## src/rtl/rsq_pkg.sv

```systemverilog
package rsq_pkg;

  localparam int FMT_HALF   = 0;
  localparam int FMT_SINGLE = 1;
  localparam int FMT_DOUBLE = 2;

  // Flag vector bit positions
  localparam int FLG_NV = 4;
  localparam int FLG_DZ = 3;
  localparam int FLG_OF = 2;
  localparam int FLG_UF = 1;
  localparam int FLG_NX = 0;

  typedef enum logic [2:0] {
    CLS_QNAN,
    CLS_INVALID,
    CLS_ZERO,
    CLS_POS_INF,
    CLS_POS_SUB,
    CLS_POS_NORM
  } op_class_e;

  function automatic int exp_bits(input int fmt);
    case (fmt)
      FMT_HALF:   return 5;
      FMT_SINGLE: return 8;
      default:    return 11;
    endcase
  endfunction

  function automatic int frac_bits(input int fmt);
    case (fmt)
      FMT_HALF:   return 10;
      FMT_SINGLE: return 23;
      default:    return 52;
    endcase
  endfunction

  // Seed table entry: round(P*c/sqrt(1+(2s+1)/P) - P), c = 2 (upper half)
  // or sqrt(2) (lower half), computed with an integer square root of
  // 4*P^3*k/(P+2s+1) where k = c^2.
  function automatic int est_entry(input int est, input int idx);
    longint p, s, k, num, den, q, trial, r;
    p   = longint'(1) << est;
    s   = longint'(idx) % (p / 2);
    k   = (longint'(idx) >= p / 2) ? 4 : 2;
    num = 4 * p * p * p * k;
    den = p + 2 * s + 1;
    q   = 0;
    for (int b = est + 2; b >= 0; b--) begin
      trial = q + (longint'(1) << b);
      if (trial * trial * den <= num) q = trial;
    end
    r = (q + 1) / 2 - p;
    if (r < 0) r = 0;
    if (r > p - 1) r = p - 1;
    return int'(r);
  endfunction

endpackage

```

## src/rtl/rsq_classify.sv

```systemverilog
module rsq_classify
  import rsq_pkg::*;
#(
  parameter int EW = 5,
  parameter int FW = 10
) (
  input  logic [EW+FW:0] op,
  output op_class_e      cls,
  output logic [EW-1:0]  exp_o,
  output logic [FW-1:0]  frac_o
);

  logic sign_w, exp_ones, exp_zero, frac_zero, quiet;

  assign sign_w    = op[EW+FW];
  assign exp_o     = op[EW+FW-1:FW];
  assign frac_o    = op[FW-1:0];
  assign exp_ones  = &exp_o;
  assign exp_zero  = ~|exp_o;
  assign frac_zero = ~|frac_o;
  assign quiet     = frac_o[FW-1];

  always_comb begin
    if (exp_ones) begin
      if (!frac_zero) cls = quiet ? CLS_QNAN : CLS_INVALID;
      else            cls = sign_w ? CLS_INVALID : CLS_POS_INF;
    end else if (exp_zero && frac_zero) begin
      cls = CLS_ZERO;
    end else if (sign_w) begin
      cls = CLS_INVALID;
    end else if (exp_zero) begin
      cls = CLS_POS_SUB;
    end else begin
      cls = CLS_POS_NORM;
    end
  end

endmodule

```

## src/rtl/rsq_lzc.sv

```systemverilog
module rsq_lzc #(
  parameter int WIDTH = 10,
  parameter int CW    = $clog2(WIDTH + 1)
) (
  input  logic [WIDTH-1:0] vec,
  output logic [CW-1:0]    zeros
);

  // Highest set bit wins because later iterations overwrite earlier ones.
  always_comb begin
    zeros = CW'(WIDTH);
    for (int i = 0; i < WIDTH; i++) begin
      if (vec[i]) zeros = CW'(WIDTH - 1 - i);
    end
  end

endmodule

```

## src/rtl/rsq_prenorm.sv

```systemverilog
module rsq_prenorm #(
  parameter int EW  = 5,
  parameter int FW  = 10,
  parameter int EST = 7,
  parameter int CW  = $clog2(FW + 1)
) (
  input  logic [EW-1:0]  exp_f,
  input  logic [FW-1:0]  frac_f,
  input  logic           is_sub,
  input  logic [CW-1:0]  lz,
  output logic           exp_par,
  output logic [EST-2:0] sig_top,
  output logic [EW-1:0]  res_exp
);

  localparam int NW = EW + 2;
  localparam int SW = FW + EST - 1;
  localparam logic [NW-1:0] K3B = NW'(3 * ((1 << (EW - 1)) - 1) - 1);

  // floor((3B - 1 - n)/2), with n = -lz for subnormals
  function automatic logic [EW-1:0] f_res_exp(input logic sub,
                                               input logic [EW-1:0] e,
                                               input logic [CW-1:0] z);
    logic [NW-1:0] num;
    if (sub) num = K3B + NW'(z);
    else     num = K3B - NW'(e);
    return num[EW:1];
  endfunction

  // Top bits of (frac << (z+1)) taken from a right shift of a widened copy
  function automatic logic [EST-2:0] f_sub_top(input logic [FW-1:0] f,
                                               input logic [CW-1:0] z);
    logic [SW-1:0] ext;
    ext = {f, {(EST-1){1'b0}}};
    return (EST-1)'(ext >> (FW - 1 - int'(z)));
  endfunction

  assign exp_par = is_sub ? lz[0] : exp_f[0];
  assign sig_top = is_sub ? f_sub_top(frac_f, lz) : frac_f[FW-1 -: EST-1];
  assign res_exp = f_res_exp(is_sub, exp_f, lz);

endmodule

```

## src/rtl/rsq_est_rom.sv

```systemverilog
module rsq_est_rom #(
  parameter int EST = 7
) (
  input  logic [EST-1:0] idx,
  output logic [EST-1:0] val
);

  localparam int DEPTH = 1 << EST;

  logic [EST-1:0] rom [DEPTH];

  for (genvar gi = 0; gi < DEPTH; gi++) begin : g_ent
    localparam int ENT = rsq_pkg::est_entry(EST, gi);
    assign rom[gi] = EST'(ENT);
  end

  assign val = rom[idx];

endmodule

```

## src/rtl/rsqrt_est.sv

```systemverilog
module rsqrt_est
  import rsq_pkg::*;
#(
  parameter int FMT      = FMT_HALF,
  parameter int EST_BITS = 7,
  localparam int EW      = exp_bits(FMT),
  localparam int FW      = frac_bits(FMT),
  localparam int W       = 1 + EW + FW
) (
  input  logic         clk,
  input  logic         rst_n,
  input  logic         in_valid,
  input  logic [W-1:0] in_word,
  output logic         out_valid,
  output logic [W-1:0] out_word,
  output logic [4:0]   out_flags
);

  localparam int CW = $clog2(FW + 1);
  localparam logic [W-1:0] CANON_NAN = {1'b0, {EW{1'b1}}, 1'b1, {(FW-1){1'b0}}};
  localparam logic [4:0]   F_NV = 5'(1 << FLG_NV);
  localparam logic [4:0]   F_DZ = 5'(1 << FLG_DZ);

  op_class_e         cls;
  logic [EW-1:0]     exp_f;
  logic [FW-1:0]     frac_f;
  logic              sub_in;
  logic [CW-1:0]     lz_cnt;
  logic              exp_par;
  logic [EST_BITS-2:0] sig_top;
  logic [EW-1:0]     res_exp;
  logic [EST_BITS-1:0] tbl_idx;
  logic [EST_BITS-1:0] tbl_val;
  logic [W-1:0]      est_word;
  logic [W-1:0]      nxt_word;
  logic [4:0]        nxt_flags;

  rsq_classify #(.EW(EW), .FW(FW)) u_cls (
    .op    (in_word),
    .cls   (cls),
    .exp_o (exp_f),
    .frac_o(frac_f)
  );

  assign sub_in = (cls == CLS_POS_SUB);

  rsq_lzc #(.WIDTH(FW), .CW(CW)) u_lzc (
    .vec  (frac_f),
    .zeros(lz_cnt)
  );

  rsq_prenorm #(.EW(EW), .FW(FW), .EST(EST_BITS), .CW(CW)) u_norm (
    .exp_f  (exp_f),
    .frac_f (frac_f),
    .is_sub (sub_in),
    .lz     (lz_cnt),
    .exp_par(exp_par),
    .sig_top(sig_top),
    .res_exp(res_exp)
  );

  assign tbl_idx = {exp_par, sig_top};

  rsq_est_rom #(.EST(EST_BITS)) u_rom (
    .idx(tbl_idx),
    .val(tbl_val)
  );

  assign est_word = {1'b0, res_exp, tbl_val, {(FW-EST_BITS){1'b0}}};

  always_comb begin
    nxt_word  = est_word;
    nxt_flags = '0;
    case (cls)
      CLS_QNAN:    nxt_word = CANON_NAN;
      CLS_INVALID: begin nxt_word = CANON_NAN; nxt_flags = F_NV; end
      CLS_ZERO:    begin
        nxt_word  = {in_word[W-1], {EW{1'b1}}, {FW{1'b0}}};
        nxt_flags = F_DZ;
      end
      CLS_POS_INF: nxt_word = '0;
      default:     nxt_word = est_word;
    endcase
  end

  always_ff @(posedge clk or negedge rst_n) begin
    if (!rst_n) begin
      out_valid <= 1'b0;
      out_word  <= '0;
      out_flags <= '0;
    end else begin
      out_valid <= in_valid;
      if (in_valid) begin
        out_word  <= nxt_word;
        out_flags <= nxt_flags;
      end
    end
  end

endmodule

```

## config.mk

```make
export PLATFORM = sky130hd
export DESIGN_NAME = rsqrt_est
export DESIGN_NICKNAME = d
export VERILOG_FILES = /design/src/rtl/rsq_pkg.sv /design/src/rtl/rsq_classify.sv /design/src/rtl/rsq_lzc.sv /design/src/rtl/rsq_prenorm.sv /design/src/rtl/rsq_est_rom.sv /design/src/rtl/rsqrt_est.sv
export SDC_FILE = /design/constraint.sdc
export NUM_CORES = 1
export LEC_CHECK = 0
export ABC_AREA = 1
export CAP_MARGIN = 20
export CELL_PAD_IN_SITES_DETAIL_PLACEMENT = 1
export CELL_PAD_IN_SITES_GLOBAL_PLACEMENT = 1
export CORE_UTILIZATION = 38
export CTS_CLUSTER_DIAMETER = 40
export DETAILED_ROUTE_END_ITERATION = 6
export PLACE_DENSITY = 0.81
export RECOVER_POWER = 25
export SYNTH_ARGS = -nofsm -noshare
export SYNTH_HDL_FRONTEND = slang
export SYNTH_HIERARCHICAL = 1
export SYNTH_SLANG_ARGS = --single-unit
```

## constraint.sdc

```tcl
create_clock -name clk -period 0.8 [get_ports clk]
set_input_delay 0.12 -clock clk [delete_from_list [all_inputs] [get_ports clk]]
set_output_delay 0.12 -clock clk [all_outputs]
set_load 0.005 [all_outputs]
```

==> results of run 1 <==
-- per-stage QoR --
stage	hold WS (ns)	area, um^2	util, %	worst slack [ns]
floorplan	-0.176	3030	-	-1.96
CTS	0.204	4640	63.6	-1.82
detailed placement	0.472	3900	53.5	-2.82
global placement	0.455	3900	53.5	-2.58
-- metal layers --
layer,track usage [%],overflow
met5,8.44,0
met4,71.1,14
met3,48.1,0
met2,89.0,12
met1,65.4,0
-- cells in the mapped netlist, types with 2 or more instances --
cell,n
nor3_1,2
nor2_1,57
buf_4,26
inv_2,4
o21ai_0,13
nand3_1,104
o211ai_1,3
clkbuf_1,4
dfrtp_1,16
buf_2,5
nand4_1,6
nand2_2,3
or2_0,2
buf_6,6
nor2_2,2
a21oi_1,16
nand2_1,174
inv_1,50
ha_1,15
a21oi_2,2
-- kinds of logic after synthesis --
logic type / count (synthesis)
and+or+nand+nor: 354
buffers and inverters: 98
AOI/OAI and AO/OA: 38
DFF: 16
adders and majority gates: 15
xor gates and xnor gates: 2
other: 1
-- what timing repair did --
| action | in CTS |
|---|---|
| setup buffers | 38 |
| hold buffers | 0 |
| pin swaps | 70 |
| gates cloned | 4 |
| gates resized for setup | 264 |
| endpoints found under the hold margin | 0 |
| endpoints found under the setup margin | 31 |
==> flow_summary.toml, run 1 <==
[placement]
dp.cells = 714
place_hpwl_um = 8970
place.gp.congestion = 0.913
portBuffers = 34

[run_status]
status = "stopped before the end"
firstError = "[ERROR GRT-0232] Routing congestion too high. Check the congestion heatmap in the GUI."
stop_stage = "5_1_grt"

[global_route]
grt_max_degree = 17
grt.total_usage_pct = 67.4
grt_remaining_overflow = 26

[floorplanning]
start_util_pct = 39.5
die_h_um = 89.1
num_io_pins = 41
num_rows = 31
fp.dieW_um = 89.1

[logic_synthesis]
syn_area_um2 = 2880
muxShareOfSynthArea_pct = 0
ys_top_cells_by_area = "nand2_1, nand3_1, dfrtp_1, nor2_1, buf_4"
synth.top_cell.area_share_pct = 22.7
synth_top_cell_by_area = "nand2_1"
synth_cells = 524
synth-seq-area-share_pct = 13.9
async_reset_ff_share_pct = 100
synth_top_family_by_area = "simple AND/OR/NAND/NOR gates"
synth_fa_ha_area_share_pct = 6.51
avgSynthCellArea_um2 = 5.50
ys_warn_count = 6
synthSimpleGateAreaFrac_pct = 52.4
synth_xor_area_share_pct = 0.868
synth_cell_types = 34
synth_enable_flop_cells = 0
synth_compound_area_share_pct = 7.64
synthFlopType = "dfrtp_1"
ys_ff_latch = 16

[clock_network]
cts_root_buffer = "clkbuf_8"
cts_sinks = 16
clockBufferDepth = 2
cts_made_buffers = 3
htreeDepth = 1

[sta]
worst_endpoint = "out_word[3]$_DFFE_PN0P_/D"
endpoint_type = "register input"
==> inputs of run 2 (changes only) <==
--- a/config.mk
+++ b/config.mk
@@ -7,12 +7,9 @@
 export LEC_CHECK = 0
 export ABC_AREA = 1
 export CAP_MARGIN = 20
-export CELL_PAD_IN_SITES_DETAIL_PLACEMENT = 1
-export CELL_PAD_IN_SITES_GLOBAL_PLACEMENT = 1
-export CORE_UTILIZATION = 38
-export CTS_CLUSTER_DIAMETER = 40
+export CORE_UTILIZATION = 35
 export DETAILED_ROUTE_END_ITERATION = 6
-export PLACE_DENSITY = 0.81
+export PLACE_DENSITY_LB_ADDON = 0.15
 export RECOVER_POWER = 25
 export SYNTH_ARGS = -nofsm -noshare
 export SYNTH_HDL_FRONTEND = slang
==> run 2 against run 1 <==
Against the previous run: the flow now finishes, with violations (negative setup slack); area after synthesis did not move; synthesized cell count did not move.
==> flow_summary.toml, run 2 <==
[run_status]
status = "finished, violations left"
violations = "negative setup slack"

[critical_path]
required_ns = 0.95
cp_top_family = "simple AND/OR/NAND/NOR gates"
startpoint = "in_word[1]"
crit_top_cell = "nand2_2"
cp_num_buf_inv = 7
endpoint_kind = "register"
path_class = "in -> reg"
crit_fanout = 5
crit_arrival_ns = 2.85
worstSetupStartpointType = "input port"
rr_startpoint = "out_word[14]$_DFFE_PN0P_"
cpMaxStageDelayCell = "ha_4"
slowest_delay_ns = 0.20

[floorplanning]
fp.dieW_um = 92.7
start_util_pct = 36.7
num_io_pins = 41
die_h_um = 92.7
core_um2 = 7850
num_rows = 32
dieArea_um2 = 8600

[clock_network]
cts_tree = "built"
cts_root_buffer = "clkbuf_8"
cts.clk_slew.worst_paths_ns = 0.06
clockBufferDepth = 2
insertion_delay_ns = 0.25
hold_buffers = 0
cts_made_buffers = 3
cts_sinks = 16
htreeDepth = 1

[placement]
portBuffers = 34
place.gp.congestion = 0.936
postPlaceCellArea_um2 = 3890
place_hpwl_um = 6890

[logic_synthesis]
synthFlopType = "dfrtp_1"
async_reset_ff_share_pct = 100
synth_top_cell_by_area = "nand2_1"
synth_xor_area_share_pct = 0.868
avgSynthCellArea_um2 = 5.50
synth_top_family_by_area = "simple AND/OR/NAND/NOR gates"
synth_cell_types = 34
synthSimpleGateAreaFrac_pct = 52.4
ys_top_cells_by_area = "nand2_1, nand3_1, dfrtp_1, nor2_1, buf_4"
synth.most_common_cell = "nand2_1"
synth_enable_flop_cells = 0
syn_area_um2 = 2880
muxShareOfSynthArea_pct = 0
synth_fa_ha_area_share_pct = 6.51
ys_ff_latch = 16
synth_compound_area_share_pct = 7.64
synth_cells = 524
synth.top_cell.area_share_pct = 22.7
synth-seq-area-share_pct = 13.9
synth_commonest_cells = "nand2_1, nand3_1, nor2_1"
ys_warn_count = 6

[sta]
fin_worst_skew_ns = 0
setup_viol = 31
min_period_over_period_pct = 338
fmax_ghz = 0.370
slew_viol_final = 0
worst_slack_ns = -1.90
rsz0062_at_grt = "yes"
final.min_clock_period_ns = 2.70
hold_viol_final = 0

[cells_and_area]
final_common_cell = "nand2_1"
finalNetCount = 702
regMostFlops = "out_word"
final_area_um2 = 5110
final_cell_mix = "nand2_1, buf_4, nand3_1"
reg_top3 = "out_word x13, out_flags x2, out_valid x1"
num_antenna_cells = 0
area_growth_pct = 77.4
largest_reg_flops = 13
drive_gt1_share_pct = 50.4
fill_cells = 669

[global_route]
antenna_found_initial = 0
grt_pass1_wl_um = 17100
grt.total_usage_pct = 24.1
grt_pass1_vias = 3876
grt_max_degree = 21
grt_remaining_overflow = 0

[hold_path]
hold_class = "in -> async"

[route]
avgRoutedWirePerCell_um = 14.2
ant_nets = 0
drc_errors = 0
dr.pass1.iters = 5
viasPerCell = 5.23
routed_wl_um = 10900
dr.first_iter.drc_count = 262
vias = 4020

[pwr]
peakVddDrop_v = 0.000750
power_leakage_uw = 0.00257
powerDensity_nw_per_um2 = 832
power_uw = 4250

[run]
maxCapViolations = 0
[run 2: cell counts after synthesis]
No cell type changed its count.
[run 2: per-layer routing]
layer  global-route usage [%]  part of all wire, %  vias up
met1                     29.2                   39     1865
met4                     5.64                  3.5        0
met5                        0                    0        -
met3                     2.63                  5.2       37
li1                         -                    -     1941
met2                     45.2                   52      177
[run 2: worst reg2reg max path: stages (launching register included)]
cell and delay [ns]:
dfrtp_1 0.37, buf_4 0.13, buf_4 0.12, nor2_1 0.07, nor2_1 0.05
[run 2: worst paths after layout]
check / end / slack [ns] / cells past startpoint
max in group asynchronous: out_valid$_DFF_PN0_ / 0.21 / 2
worst min-delay path: out_word[9]$_DFFE_PN0P_ / 0.31 / 2
min in group clk: out_word[15]$_DFFE_PN0P_ / 0.40 / 4
worst min register to register: out_word[8]$_DFFE_PN0P_ / 0.48 / 2
worst max register to register: out_word[14]$_DFFE_PN0P_ / -0.03 / 4
worst max-delay path: out_word[5]$_DFFE_PN0P_ / -1.90 / 29
[run 2: area by class of cell]
type,instances,area (um^2),area share (%)
Tap cell,102,128,2.50
Inverter,55,239,4.68
Multi-Input combinational cell,416,2750,53.8
Sequential cell,16,400,7.83
Clock buffer,4,55.1,1.08
Timing Repair Buffer,175,1530,30.0
Timing Repair inverter,1,7.51,0.147
[run 2: report_power, final]
| group | switching, uW | total (uW) | internal (uW) | leakage, uW |
|---|---|---|---|---|
| logic | 1420 | 2620 | 1200 | 0.00235 |
| clock network | 283 | 720 | 437 | 0.0000288 |
| registers | 32.5 | 914 | 881 | 0.000195 |
| total | 1730 | 4250 | 2520 | 0.00257 |
[run 2: cells by family after synthesis]
kind of cell / count (synthesis)
adders and majority gates: 15
AOI/OAI and AO/OA: 38
xor gates and xnor gates: 2
buffers and inverters: 98
other: 1
DFF: 16
and+or+nand+nor: 354
[run 2: repair_timing]
action                     in CTS  in global routing
setup endpoints to repair      31                 31
buffers inserted               57                 21
pin swaps                      81                 76
hold endpoints to repair        0                  0
cloned                          2                  0
gates resized for setup       252                127
[run 2: metrics by stage]
| stage | setup WS, ns | setup TNS, ns | cells | util (%) | hold slack [ns] |
|---|---|---|---|---|---|
| 3_3_place_gp | -2.71 | -32.26 | 712 | 49.6 | 0.467 |
| 5_1_grt | -2.09 | -24.26 | 769 | 65.1 | 0.357 |
| 3_5_place_dp | -2.75 | -33.02 | 712 | 49.6 | 0.457 |
| 4_1_cts | -1.79 | -23.47 | 763 | 59.4 | 0.193 |
| 6_report | -1.90 | -21.82 | 769 | 65.1 | 0.314 |
| 2_1_floorplan | -1.96 | -19.05 | 529 | - | -0.176 |
Power figures use the tool's default switching activity.
==> inputs of run 3 (changes only) <==
--- a/config.mk
+++ b/config.mk
@@ -6,7 +6,6 @@
 export NUM_CORES = 1
 export LEC_CHECK = 0
 export ABC_AREA = 1
-export CAP_MARGIN = 20
 export CORE_UTILIZATION = 35
 export DETAILED_ROUTE_END_ITERATION = 6
 export PLACE_DENSITY_LB_ADDON = 0.15
==> results of run 3 <==
Final layout, timing and power as in run 2 (identical DEF).
